$ cat config.mk
export PLATFORM = sky130hd
export DESIGN_NAME = blockDmaSeq
export DESIGN_NICKNAME = d
export VERILOG_FILES = /design/src/rtl/blockDmaSeqPkg.sv /design/src/rtl/blockDmaPath.sv /design/src/rtl/blockDmaCtrl.sv /design/src/rtl/blockDmaSeq.sv
export SDC_FILE = /design/constraint.sdc
export NUM_CORES = 1
export LEC_CHECK = 0
export CORE_UTILIZATION = 42
export DETAILED_ROUTE_END_ITERATION = 10
export GPL_TIMING_DRIVEN = 0
export PLACE_DENSITY = 0.75
export SYNTH_ARGS = -nofsm -noshare
export SYNTH_HDL_FRONTEND = slang
export SYNTH_SLANG_ARGS = --single-unit
$ cat constraint.sdc
create_clock -name clk -period 1.8 [get_ports clk]
set_input_delay 0.18 -clock clk [delete_from_list [all_inputs] [get_ports clk]]
set_output_delay 0.18 -clock clk [all_outputs]
set_load 0.005 [all_outputs]
$ cat src/rtl/blockDmaSeqPkg.sv
package blockDmaSeqPkg;

  typedef enum logic [2:0] {
    SEQ_IDLE,
    SEQ_ARB,
    SEQ_ADDR,
    SEQ_DATA,
    SEQ_GAP,
    SEQ_FIN
  } seqState_t;

  // Strobes from control to datapath
  typedef struct packed {
    logic load;       // take a new job's address and count
    logic newTenure;  // clear the per-tenure word counter
    logic step;       // one data word accepted
  } pathCtl_t;

endpackage

$ cat src/rtl/blockDmaPath.sv
module blockDmaPath
  import blockDmaSeqPkg::*;
#(
  parameter int unsigned AW = 22,
  parameter int unsigned CW = 16,
  parameter int unsigned TW = 5
) (
  input  logic          clk,
  input  logic          rstN,
  input  pathCtl_t      ctl,
  input  logic [AW-1:0] startAddr,
  input  logic [CW-1:0] startCount,
  output logic [AW-1:0] curAddr,
  output logic          remOne,
  output logic [TW-1:0] tenWords
);

  logic [CW-1:0] remCnt;

  always_ff @(posedge clk) begin
    if (!rstN) begin
      curAddr <= '0;
      remCnt  <= '0;
    end else if (ctl.load) begin
      curAddr <= startAddr;
      remCnt  <= startCount;
    end else if (ctl.step) begin
      curAddr <= curAddr + AW'(1);
      remCnt  <= remCnt - CW'(1);
    end
  end

  always_ff @(posedge clk) begin
    if (!rstN)              tenWords <= '0;
    else if (ctl.newTenure) tenWords <= '0;
    else if (ctl.step)      tenWords <= tenWords + TW'(1);
  end

  assign remOne = (remCnt == CW'(1));

endmodule

$ cat src/rtl/blockDmaCtrl.sv
module blockDmaCtrl
  import blockDmaSeqPkg::*;
#(
  parameter int unsigned TW       = 5,
  parameter int unsigned BASE_RUN = 8,
  parameter int unsigned EXT_RUN  = 16,
  parameter int unsigned PROBE_AT = 7
) (
  input  logic          clk,
  input  logic          rstN,
  input  logic          startValid,
  input  logic          countZero,
  input  logic          startWrite,
  input  logic          watchReq,
  input  logic          busGrant,
  input  logic          blockCapable,
  input  logic          otherReq,
  input  logic          memAck,
  input  logic          remOne,
  input  logic [TW-1:0] tenWords,
  output pathCtl_t      ctl,
  output logic          busReq,
  output logic          busOwn,
  output logic          addrPhase,
  output logic          dataPhase,
  output logic          dirWrite,
  output logic          busy,
  output logic          done
);

  seqState_t state, nxtState;
  logic watchLat, capLat, stopSeen;
  logic [TW-1:0] nWords;
  logic endTenure;

  assign nWords = tenWords + TW'(1);

  assign endTenure = !capLat
                   || (nWords == TW'(EXT_RUN))
                   || ((nWords == TW'(BASE_RUN)) && (!watchLat || stopSeen));

  always_comb begin
    nxtState = state;
    ctl      = '0;
    unique case (state)
      SEQ_IDLE: begin
        if (startValid) begin
          if (countZero) nxtState = SEQ_FIN;
          else begin
            ctl.load = 1'b1;
            nxtState = SEQ_ARB;
          end
        end
      end
      SEQ_ARB: begin
        if (busGrant) begin
          ctl.newTenure = 1'b1;
          nxtState      = SEQ_ADDR;
        end
      end
      SEQ_ADDR: if (memAck) nxtState = SEQ_DATA;
      SEQ_DATA: begin
        if (memAck) begin
          ctl.step = 1'b1;
          if (remOne)         nxtState = SEQ_FIN;
          else if (endTenure) nxtState = SEQ_GAP;
        end
      end
      SEQ_GAP:  nxtState = SEQ_ARB;
      SEQ_FIN:  nxtState = SEQ_IDLE;
      default:  nxtState = SEQ_IDLE;
    endcase
  end

  always_ff @(posedge clk) begin
    if (!rstN) state <= SEQ_IDLE;
    else       state <= nxtState;
  end

  // Job options, held for the whole job
  always_ff @(posedge clk) begin
    if (!rstN) begin
      dirWrite <= 1'b0;
      watchLat <= 1'b0;
    end else if (ctl.load) begin
      dirWrite <= startWrite;
      watchLat <= watchReq;
    end
  end

  // Per-tenure memory capability and probe of competing requests
  always_ff @(posedge clk) begin
    if (!rstN) begin
      capLat   <= 1'b0;
      stopSeen <= 1'b0;
    end else if (ctl.newTenure) begin
      capLat   <= blockCapable;
      stopSeen <= 1'b0;
    end else if (ctl.step && watchLat && (nWords == TW'(PROBE_AT))) begin
      stopSeen <= otherReq;
    end
  end

  assign busReq    = (state == SEQ_ARB);
  assign addrPhase = (state == SEQ_ADDR);
  assign dataPhase = (state == SEQ_DATA);
  assign busOwn    = addrPhase || dataPhase;
  assign busy      = (state != SEQ_IDLE);
  assign done      = (state == SEQ_FIN);

endmodule

$ cat src/rtl/blockDmaSeq.sv
module blockDmaSeq
  import blockDmaSeqPkg::*;
#(
  parameter int unsigned AW       = 22,
  parameter int unsigned CW       = 16,
  parameter int unsigned BASE_RUN = 8,
  parameter int unsigned EXT_RUN  = 16,
  parameter int unsigned PROBE_AT = 7
) (
  input  logic          clk,
  input  logic          rstN,
  input  logic          startValid,
  input  logic [AW-1:0] startAddr,
  input  logic [CW-1:0] startCount,
  input  logic          startWrite,
  input  logic          watchReq,
  output logic          busReq,
  input  logic          busGrant,
  input  logic          blockCapable,
  input  logic          otherReq,
  output logic          busOwn,
  output logic          addrPhase,
  output logic [AW-1:0] busAddr,
  output logic          dataPhase,
  input  logic          memAck,
  output logic [AW-1:0] wordAddr,
  output logic          wrTake,
  output logic          rdTake,
  output logic          busy,
  output logic          done
);

  localparam int unsigned TW = $clog2(EXT_RUN + 1);

  pathCtl_t      ctl;
  logic          remOne;
  logic [TW-1:0] tenWords;
  logic [AW-1:0] curAddr;
  logic          dirWrite;
  logic          countZero;

  assign countZero = (startCount == '0);

  blockDmaCtrl #(
    .TW(TW), .BASE_RUN(BASE_RUN), .EXT_RUN(EXT_RUN), .PROBE_AT(PROBE_AT)
  ) u_ctrl (
    .clk(clk), .rstN(rstN), .startValid(startValid), .countZero(countZero),
    .startWrite(startWrite), .watchReq(watchReq), .busGrant(busGrant),
    .blockCapable(blockCapable), .otherReq(otherReq), .memAck(memAck),
    .remOne(remOne), .tenWords(tenWords), .ctl(ctl), .busReq(busReq),
    .busOwn(busOwn), .addrPhase(addrPhase), .dataPhase(dataPhase),
    .dirWrite(dirWrite), .busy(busy), .done(done)
  );

  blockDmaPath #(.AW(AW), .CW(CW), .TW(TW)) u_path (
    .clk(clk), .rstN(rstN), .ctl(ctl), .startAddr(startAddr),
    .startCount(startCount), .curAddr(curAddr), .remOne(remOne),
    .tenWords(tenWords)
  );

  assign busAddr  = addrPhase ? curAddr : '0;
  assign wordAddr = curAddr;
  assign wrTake   = dataPhase && memAck && dirWrite;
  assign rdTake   = dataPhase && memAck && !dirWrite;

endmodule

==> flow_summary.toml, run 1 <==
[worst_setup_path]
cp-start-kind = "flop"
critical_path_class = "flop to flop"
arrival_ns = 2.03
endpoint_kind = "flop"
critPathRequiredTime_ns = 1.97
cp_max_fo = 2

[placement]
dp_hpwl_mm = 6.991
io_buffers = 97
dp_cells = 588
gp_congestion = 0.8960
post_dp_cell_area_mm2 = 0.004106
place_ws_ns = -0.7789

[run_status]
violations = "setup timing"
outcome = "finished with violations"

[logic_synthesis]
avgSynthCellArea_um2 = 7.634
yosys.area_share.xor_xnor_pct = 4.066
synth_compound_area_share_pct = 21.16
synth_warnings = 0
yosysSeqAreaShare_pct = 33.20
synth_edf_count = 0
synth_simple_gate_area_share_pct = 32.82
ys_ff_latch = 50
synthArstFlopShare_pct = 0
postSynthNetCount = 448
syn_area_mm2 = 0.003015
synth_top_family_by_area = "simple AND/OR/NAND/NOR gates"
yosys.area.top_type = "dfxtp_1"
ys_types = 55
synth.most_common_cell = "dfxtp_1"
synth_ff_type = "dfxtp_1"
netlist_top_cells_area = "dfxtp_1 33%, a21oi_1 6.6%, nor2_1 6.1%, nand2_1 5.1%, and2_1 4.6%"
synth_top_area_share_pct = 33.20
synthCells = 395
synth_top_cells_by_count = "50 x dfxtp_1, 49 x nor2_1, 41 x nand2_1, 40 x a21oi_1, 23 x o21ai_0"
synth.area.mux_share_pct = 1.743
synthAdderAreaFrac_pct = 2.490

[power]
power.total_mw = 3.071
p_leak_nw = 2.090
irDropWorstVdd_mv = 0.3758
p_per_area_mw_per_mm2 = 617.1

[floorplan]
die_w_um = 86.73
rows = 30
dieArea_mm2 = 0.007522
start_util_pct = 43.90
io_pins = 99
core-area_mm2 = 0.006869
die_y_um = 86.73

[clock_network]
hold_buffers = 0
cts-root-buf = "clkbuf_8"
cts_tree = "yes"
htreeDepth = 2
cts.sinks = 50
clock_latency_ns = 0.32
cts_buffers = 5
clk_path_buf_depth = 2
clk_pin_slew_ns = 0.10

[sta]
min_period_over_period_pct = 103.8
min_period_ns = 1.868
max_freq_mhz = 535.5
rsz0062_at_grt = "yes"
tightest_slew_ns = 0.6384
setup_viol = 9
clock_skew_ns = 0.008551
slew_viol_final = 0
fin_ws_ns = -0.06755
tns_ns = -0.3239
finalHoldViolations = 0
slew_headroom_pct = 57.44

[routing]
post-route-drc-count = 0
drt-total-wl_mm = 11.44
wl_per_cell_um = 18.08
vias_per_cell = 5.927
ant_nets = 0
vias = 3752
dr.pass1.iters = 5
drtIter0Drc = 270

[grt]
grt_max_degree = 15
track_usage_pct = 28.22
first_global_vias = 3345
grt_antenna_before_repair = 0
grt-ovfl-total = 0
grt_pass1_wl_mm = 16.49

[cells_and_area]
drive_above_1_share_pct = 29.98
antenna_cells = 0
instances_no_fill = 633
syn2layout_area_growth_pct = 65.02
final_cell_area_mm2 = 0.004976
fin_nets = 589

[run]
drv_cap = 0

[hold_path]
hold_path.class = "input pin to flop"
metal layers:
layer,vias to the layer above,part of all wire [%],track usage [%]
met5,-,0,0
met3,40,7.9,4.381
li1,1721,-,-
met4,0,2.8,10.30
met1,1800,39,34.96
met2,191,50,49.42
critical path: stages (launching register included):
cell     delay (ns)
dfxtp_4        0.36
nor4_4         0.31
nand4_1        0.22
buf_4          0.21
o21ai_0        0.17
nand2_1        0.11
o22ai_1        0.21
a21oi_1        0.12
cell type report:
class,instances,area (um^2)
fill,510,1893
inverter,9,37.54
multi-input combinational,314,2146
timing repair buffer,135,1306
sequential,50,1042
clock buffer,8,110.1
buffer,21,214.0
tap,96,120.1
cells by family (layout without fill, tap and decap cells):
kind of cell,after synthesis,count (layout)
AO/OA/AOI/OAI,104,104
multiplexers,5,5
AND/OR/NAND/NOR,185,185
flip-flops,50,50
adder cells (fa/ha/maj),6,6
buffers and inverters,31,173
XOR/XNOR,14,14
sequential cells by signal (all words and copies together) (netlist names):
register and cells:
u_ctrl.state 3, u_ctrl.capLat 1, u_path.remCnt 16, u_path.tenWords 5
u_ctrl.stopSeen 1, u_ctrl.watchLat 1, u_path.curAddr 22, u_ctrl.dirWrite 1
repair_timing:
| action | 4_1_cts | 5_1_grt |
|---|---|---|
| cloned | 3 | 0 |
| resized for setup | 173 | 83 |
| setup endpoints to repair | 70 | 69 |
| pin swaps | 20 | 25 |
| buffers inserted | 23 | 17 |
report_power, final:
part | switching (mW) | internal, mW | leakage, nW
combinational | 0.446 | 0.503 | 1.61
clock | 0.404 | 0.389 | 0.0575
sequential | 0.132 | 1.20 | 0.420
total | 0.982 | 2.09 | 2.09
cells in the final DEF (no fill, tap or decap), drive strengths merged, types with 8 or more instances in the layout:
master	count
dlymetal6s2s	14
nor2	50
nand2	41
xor2	9
and2	23
nand3	18
o21ai	23
buf	70
a21oi	40
dfxtp	50
clkbuf	17
nor4	12
clkdlybuf4s50	55
and3	8
nand4	9
nor3	8
inv	8
final timing paths:
| kind | slack, ns | endpoint | start | depth (start not counted) |
|---|---|---|---|---|
| setup / recovery | -0.07 | u_path.remCnt[14] | u_path.remCnt[5] | 7 |
| hold / removal | 0.16 | u_path.remCnt[13] | startCount[13] | 3 |
| setup reg to reg | -0.07 | u_path.remCnt[14] | u_path.remCnt[5] | 7 |
| hold reg to reg | 0.48 | u_ctrl.capLat | u_ctrl.capLat | 2 |
stage by stage:
step / hold slack [ns] / utilization [%]
6_report: 0.1631 / 72.44
5_1_grt: 0.1689 / 72.44
4_1_cts: 0.2156 / 67.67
3_5_place_dp: 0.4566 / 59.78
3_3_place_gp: 0.4412 / 59.78
2_1_floorplan: 0.3160 / -
Power figures use the tool's default switching activity.
==> run 2: changes to the inputs <==
--- a/config.mk
+++ b/config.mk
@@ -6,6 +6,7 @@
 export NUM_CORES = 1
 export LEC_CHECK = 0
 export CORE_UTILIZATION = 42
+export CTS_BUF_LIST = sky130_fd_sc_hd__clkbuf_16
 export DETAILED_ROUTE_END_ITERATION = 10
 export GPL_TIMING_DRIVEN = 0
 export PLACE_DENSITY = 0.75
==> run 2 against run 1 <==
  * The flow still finishes with violations (setup timing)
  * First-iteration DRC count is 12% lower
  * Final area is 1.8% lower
  * Count of clock-buffer cells in the layout is 3 lower
  * Largest power group unchanged
  * Clock power is 15% higher
  * Global-route usage is 0.37 points lower
  * Sequential cell count stayed put
  * Setup slack worse by 0.0049 ns
  * Critical path type unchanged
==> flow_summary.toml, run 2 (same netlist as run 1, synthesis figures left out) <==
[worst_setup_path]
arrival_ns = 2.04
critPathRequiredTime_ns = 1.97
cp_max_fo = 3
critical_path_class = "flop to flop"
endpoint_kind = "flop"
regToRegSetupSlack_ns = -0.07
slowest_stage = "nor4b_4"
worstPathCellList = "nor4_4, nand4_1, nor4b_4, nor3_4, o31a_1"
ff2ff_path_depth = 5
cp-start-kind = "flop"
max_stage_delay_ns = 0.44

[run_status]
outcome = "finished with violations"
violations = "setup timing"

[clock_network]
cts_tree = "yes"
cts_buffers = 5
clock_latency_ns = 0.29
clk_path_buf_depth = 2
htreeDepth = 2
cts-root-buf = "clkbuf_16"
clk_pin_slew_ns = 0.07
cts.sinks = 50

[cells_and_area]
antenna_cells = 0
layout_commonest_cell = "clkdlybuf4s50_1"
fin_nets = 585
drive_above_1_share_pct = 27.20
multi_input_area_mm2 = 0.002128
instances_no_fill = 629
regMostFlops = "u_path.curAddr"
area.sequential_mm2 = 0.001037
largest_reg_flops = 22
syn2layout_area_growth_pct = 62.07
fillers = 532
layout_common_cells = "56 x clkdlybuf4s50_1, 45 x nor2_1, 40 x nand2_1, 40 x a21oi_1, 33 x dfxtp_1"
top_regs = "u_path.curAddr (22), u_path.remCnt (16), u_path.tenWords (5)"
fin_util_pct = 71.15

[sta]
tightest_slew_ns = 0.6351
min_period_ns = 1.872
finalHoldViolations = 0
slew_viol_final = 0
max_freq_mhz = 534.0
clock_skew_ns = 0.009247
fin_ws_ns = -0.07249
min_period_over_period_pct = 104.0
setup_viol = 3
slew_headroom_pct = 57.66
tns_ns = -0.1118
holdWs_ns = 0.1987
rsz0062_at_grt = "yes"

[power]
switchingPower_uw = 983.7
irDropWorstVdd_mv = 0.4078
p_seq_share_pct = 41.8
clkPwrFrac_pct = 28.6
pwr-share-comb_pct = 29.6
p_per_area_mw_per_mm2 = 652.3
p_leak_nw = 2.044
switching_share_pct = 30.86
intPower_mw = 2.204

[floorplan]
die_y_um = 86.73
die_w_um = 86.73
dieArea_mm2 = 0.007522
io_pins = 99
rows = 30
start_util_pct = 43.90
core-area_mm2 = 0.006869

[routing]
ant_nets = 0
vias = 3674
wl_per_cell_um = 17.41
dr.pass1.iters = 5
post-route-drc-count = 0
vias_per_cell = 5.841
drtIter0Drc = 238
drt-total-wl_mm = 10.95

[run]
drv_cap = 0

[grt]
grt_max_degree = 15
grt-ovfl-total = 0
first_global_vias = 3315
grt_antenna_before_repair = 0
track_usage_pct = 27.84
grt_pass1_wl_mm = 16.24

[hold_path]
min_path_cells = 3
hold_path.class = "input pin to flop"

[placement]
io_buffers = 97
dp_cells = 588
gp_congestion = 0.8960
dp_hpwl_mm = 6.991
place_ws_ns = -0.7789
## run 2: changes by cell type in the layout (fill, tap and decap cells not counted), moves of 3 or more
cell,before,now
buf_2,12,17
clkbuf_16,0,5
and2_4,11,5
buf_6,20,14
and2_1,12,18
clkinv_1,0,3
clkbuf_8,11,6
buf_8,7,2
## run 2: timing repair
action,CTS,global route
pin swaps,18,22
gates resized for setup,170,60
buffers inserted,23,13
hold buffers,0,0
setup endpoints to repair,70,65
gates cloned,3,0
## run 2: worst max-delay path, delay by kind of cell (launching register included)
family	cells	cell delay, ns
AO/OA/AOI/OAI	1	0.31
flip-flops	1	0.35
AND/OR/NAND/NOR	4	1.08
## run 2: path summary, 6_finish.rpt
path | end | start
setup reg to reg | u_ctrl.state[1] | u_path.remCnt[5]
setup / recovery | u_ctrl.state[1] | u_path.remCnt[5]
hold reg to reg | u_ctrl.dirWrite | u_ctrl.dirWrite
hold / removal | u_path.remCnt[11] | startCount[11]
## run 2: cell type report
| class | instances | share of cell area, % |
|---|---|---|
| buffer | 21 | 4.199 |
| clock buffer | 5 | 2.560 |
| clock inverter | 3 | 0.2304 |
| inverter | 9 | 0.7680 |
| multi-input combinational | 314 | 43.55 |
| sequential | 50 | 21.22 |
| tap | 96 | 2.458 |
| timing repair buffer | 131 | 25.01 |
## run 2: stage by stage
stage | instance area, um^2 | total power, mW
after floorplan | 3015 | 1.668
after global placement | 4106 | 2.011
after detailed placement | 4106 | 2.033
after CTS | 4682 | 3.093
after global routing | 4887 | 3.312
final | 4887 | 3.188
## run 2: layer usage
layer / wire length [um] / global-route usage [%] / vias to the layer above
met2: 5442 / 48.77 / 172
met4: 233 / 9.848 / 0
met3: 723 / 4.286 / 25
met5: 0 / 0 / -
met1: 4549 / 34.64 / 1759
li1: - / - / 1718
## run 2: power by group through the flow
stage / registers, mW / logic (mW) / clock network, mW
CTS: 1.32 / 0.866 / 0.911
global placement: 1.33 / 0.686 / 0
floorplan: 1.31 / 0.359 / 0
global route: 1.34 / 1.01 / 0.961
finish: 1.33 / 0.945 / 0.912
detailed placement: 1.33 / 0.703 / 0
==> run 3: changes to the inputs <==
--- a/config.mk
+++ b/config.mk
@@ -5,6 +5,7 @@
 export SDC_FILE = /design/constraint.sdc
 export NUM_CORES = 1
 export LEC_CHECK = 0
+export CORE_MARGIN = 4
 export CORE_UTILIZATION = 42
 export CTS_BUF_LIST = sky130_fd_sc_hd__clkbuf_16
 export DETAILED_ROUTE_END_ITERATION = 10
==> run 3 against run 2 <==
  * The run still ends with setup timing left
  * Final area decreased by 0.18%
  * First-iteration DRC count is the same
  * Register-to-register slack got worse by 0.07 ns
  * Clock skew shrank 0.0022 ns
  * Count of clock-buffer cells in the layout is the same
  * Sequential power is essentially flat
==> flow_summary.toml, run 3 (same netlist as run 1, synthesis figures left out) <==
[routing]
vias = 3678
drtIter0Drc = 238
wl_per_cell_um = 17.87
ant_nets = 0
dr.pass1.iters = 5
post-route-drc-count = 0
vias_per_cell = 5.857
drt-total-wl_mm = 11.22

[sta]
setup_viol = 5
tightest_slew_ns = 0.6683
min_period_ns = 1.944
min_period_over_period_pct = 108.0
rsz0062_at_grt = "yes"
slew_headroom_pct = 55.45
slew_viol_final = 0
max_freq_mhz = 514.3
finalHoldViolations = 0
clock_skew_ns = 0.007029
fin_ws_ns = -0.1444

[floorplan]
rows = 30
core-area_mm2 = 0.006869
io_pins = 99
die_y_um = 92.73
dieArea_mm2 = 0.008599
start_util_pct = 43.90
die_w_um = 92.73

[clock_network]
cts_buffers = 5
clk_path_buf_depth = 2
cts.sinks = 50
hold_buffers = 0
cts_tree = "yes"
htreeDepth = 2
clk_pin_slew_ns = 0.06
cts-root-buf = "clkbuf_16"
clock_latency_ns = 0.29

[grt]
grt-ovfl-total = 0
grt_antenna_before_repair = 0
grt_pass1_wl_mm = 16.87
grt_max_degree = 16
first_global_vias = 3417
track_usage_pct = 24.53

[worst_setup_path]
r2r-start = "u_path.remCnt[9]"
endpoint_kind = "flop"
arrival_ns = 2.12
critPathRequiredTime_ns = 1.97
critical_path_class = "flop to flop"
ff2ff_path_depth = 5
cp_max_fo = 3
rr_endpoint = "u_ctrl.state[0]"
cp-start-kind = "flop"
regToRegSetupSlack_ns = -0.14

[hold_path]
hold_start = "startCount[13]"
hold_path.class = "input pin to flop"
min_to = "u_path.remCnt[13]"
min_path_cells = 3

[run_status]
outcome = "finished with violations"
violations = "setup timing"

[cells_and_area]
drive_above_1_share_pct = 28.57
largest_reg_flops = 22
layout_commonest_cell = "clkdlybuf4s50_1"
fin_nets = 584
top_regs = "u_path.curAddr (22), u_path.remCnt (16), u_path.tenWords (5)"
antenna_cells = 0
layout_common_cells = "59 x clkdlybuf4s50_1, 45 x nor2_1, 40 x nand2_1"
syn2layout_area_growth_pct = 61.78
fin_util_pct = 71.02
regMostFlops = "u_path.curAddr"

[placement]
io_buffers = 97
dp_hpwl_mm = 7.396
gp_congestion = 0.9029

[power]
irDropWorstVdd_mv = 0.3861
p_per_area_mw_per_mm2 = 650.3
p_leak_nw = 2.035
power.total_mw = 3.172

[run]
drv_cap = 0
-- run 3: cell types whose count changed in the layout (fill, tap and decap cells not counted), sizes merged --
cell | before | now
clkinvlp | 1 | 2
clkinv | 3 | 2
clkdlybuf4s50 | 56 | 59
clkbuf | 17 | 16
dlymetal6s2s | 12 | 10
dlygate4sd2 | 8 | 7
-- run 3: cell type report --
class,instances,area (um^2)
multi-input cells,314,2127
fillers,520,1991
repair buffers,131,1217
flip-flops and latches,50,1042
plain buffers,20,192.7
clock buffers,5,125.1
well taps,96,120.1
inverters,9,37.54
clock inverters,3,16.27
-- run 3: stage by stage --
stage / setup slack [ns] / hold WS [ns] / std cells / area [um^2] / TNS (ns)
global route: -0.1651 / 0.2163 / 628 / 4878 / -0.8095
detailed placement: -0.6646 / 0.4631 / 588 / 4106 / -34.94
global placement: -0.6672 / 0.4407 / 588 / 4106 / -34.25
CTS: -0.1266 / 0.2400 / 624 / 4745 / -1.238
finish: -0.1444 / 0.2096 / 628 / 4878 / -0.4378
floorplan: 0.1020 / 0.3160 / 395 / 3015 / 0
-- run 3: worst max path at each step --
stage	start	end	slack, ns	cells past startpoint
after global routing	u_path.remCnt[9]	u_ctrl.state[0]	-0.17	5
after CTS	u_ctrl.state[1]	busAddr[7]	-0.13	10
after floorplan	u_path.curAddr[2]	u_path.curAddr[16]	0.10	7
final	u_path.remCnt[9]	u_ctrl.state[0]	-0.14	5
after global placement	startCount[4]	u_path.remCnt[6]	-0.67	7
after detailed placement	startCount[4]	u_path.curAddr[14]	-0.66	8
-- run 3: worst max-delay path: stages, from the launching register on --
cell and delay (ns):
dfxtp_4 0.36, nor4_4 0.35, nand4_1 0.26, nor4b_4 0.44, nor3_4 0.10, o31a_1 0.31
-- run 3: power by group --
part | switching (mW) | total (mW) | internal, mW
Combinational | 0.432 | 0.915 | 0.483
Clock | 0.417 | 0.925 | 0.508
Sequential | 0.134 | 1.33 | 1.20
-- run 3: routing by layer --
metal | part of all wire (%) | wire (um) | GRT usage [%] | vias up
met5 | 0 | 0 | 0 | -
met3 | 8.4 | 938 | 4.224 | 42
met2 | 48 | 5432 | 43.63 | 217
li1 | - | - | - | 1705
met1 | 39 | 4385 | 29.16 | 1714
met4 | 4.1 | 465 | 9.768 | 0
-- run 3: timing repair --
item                                    CTS  global route
gates cloned                              3             0
gates resized for setup                 164            73
endpoints found under the setup margin   70            66
pin swaps                                21            23
buffers inserted                         25             8
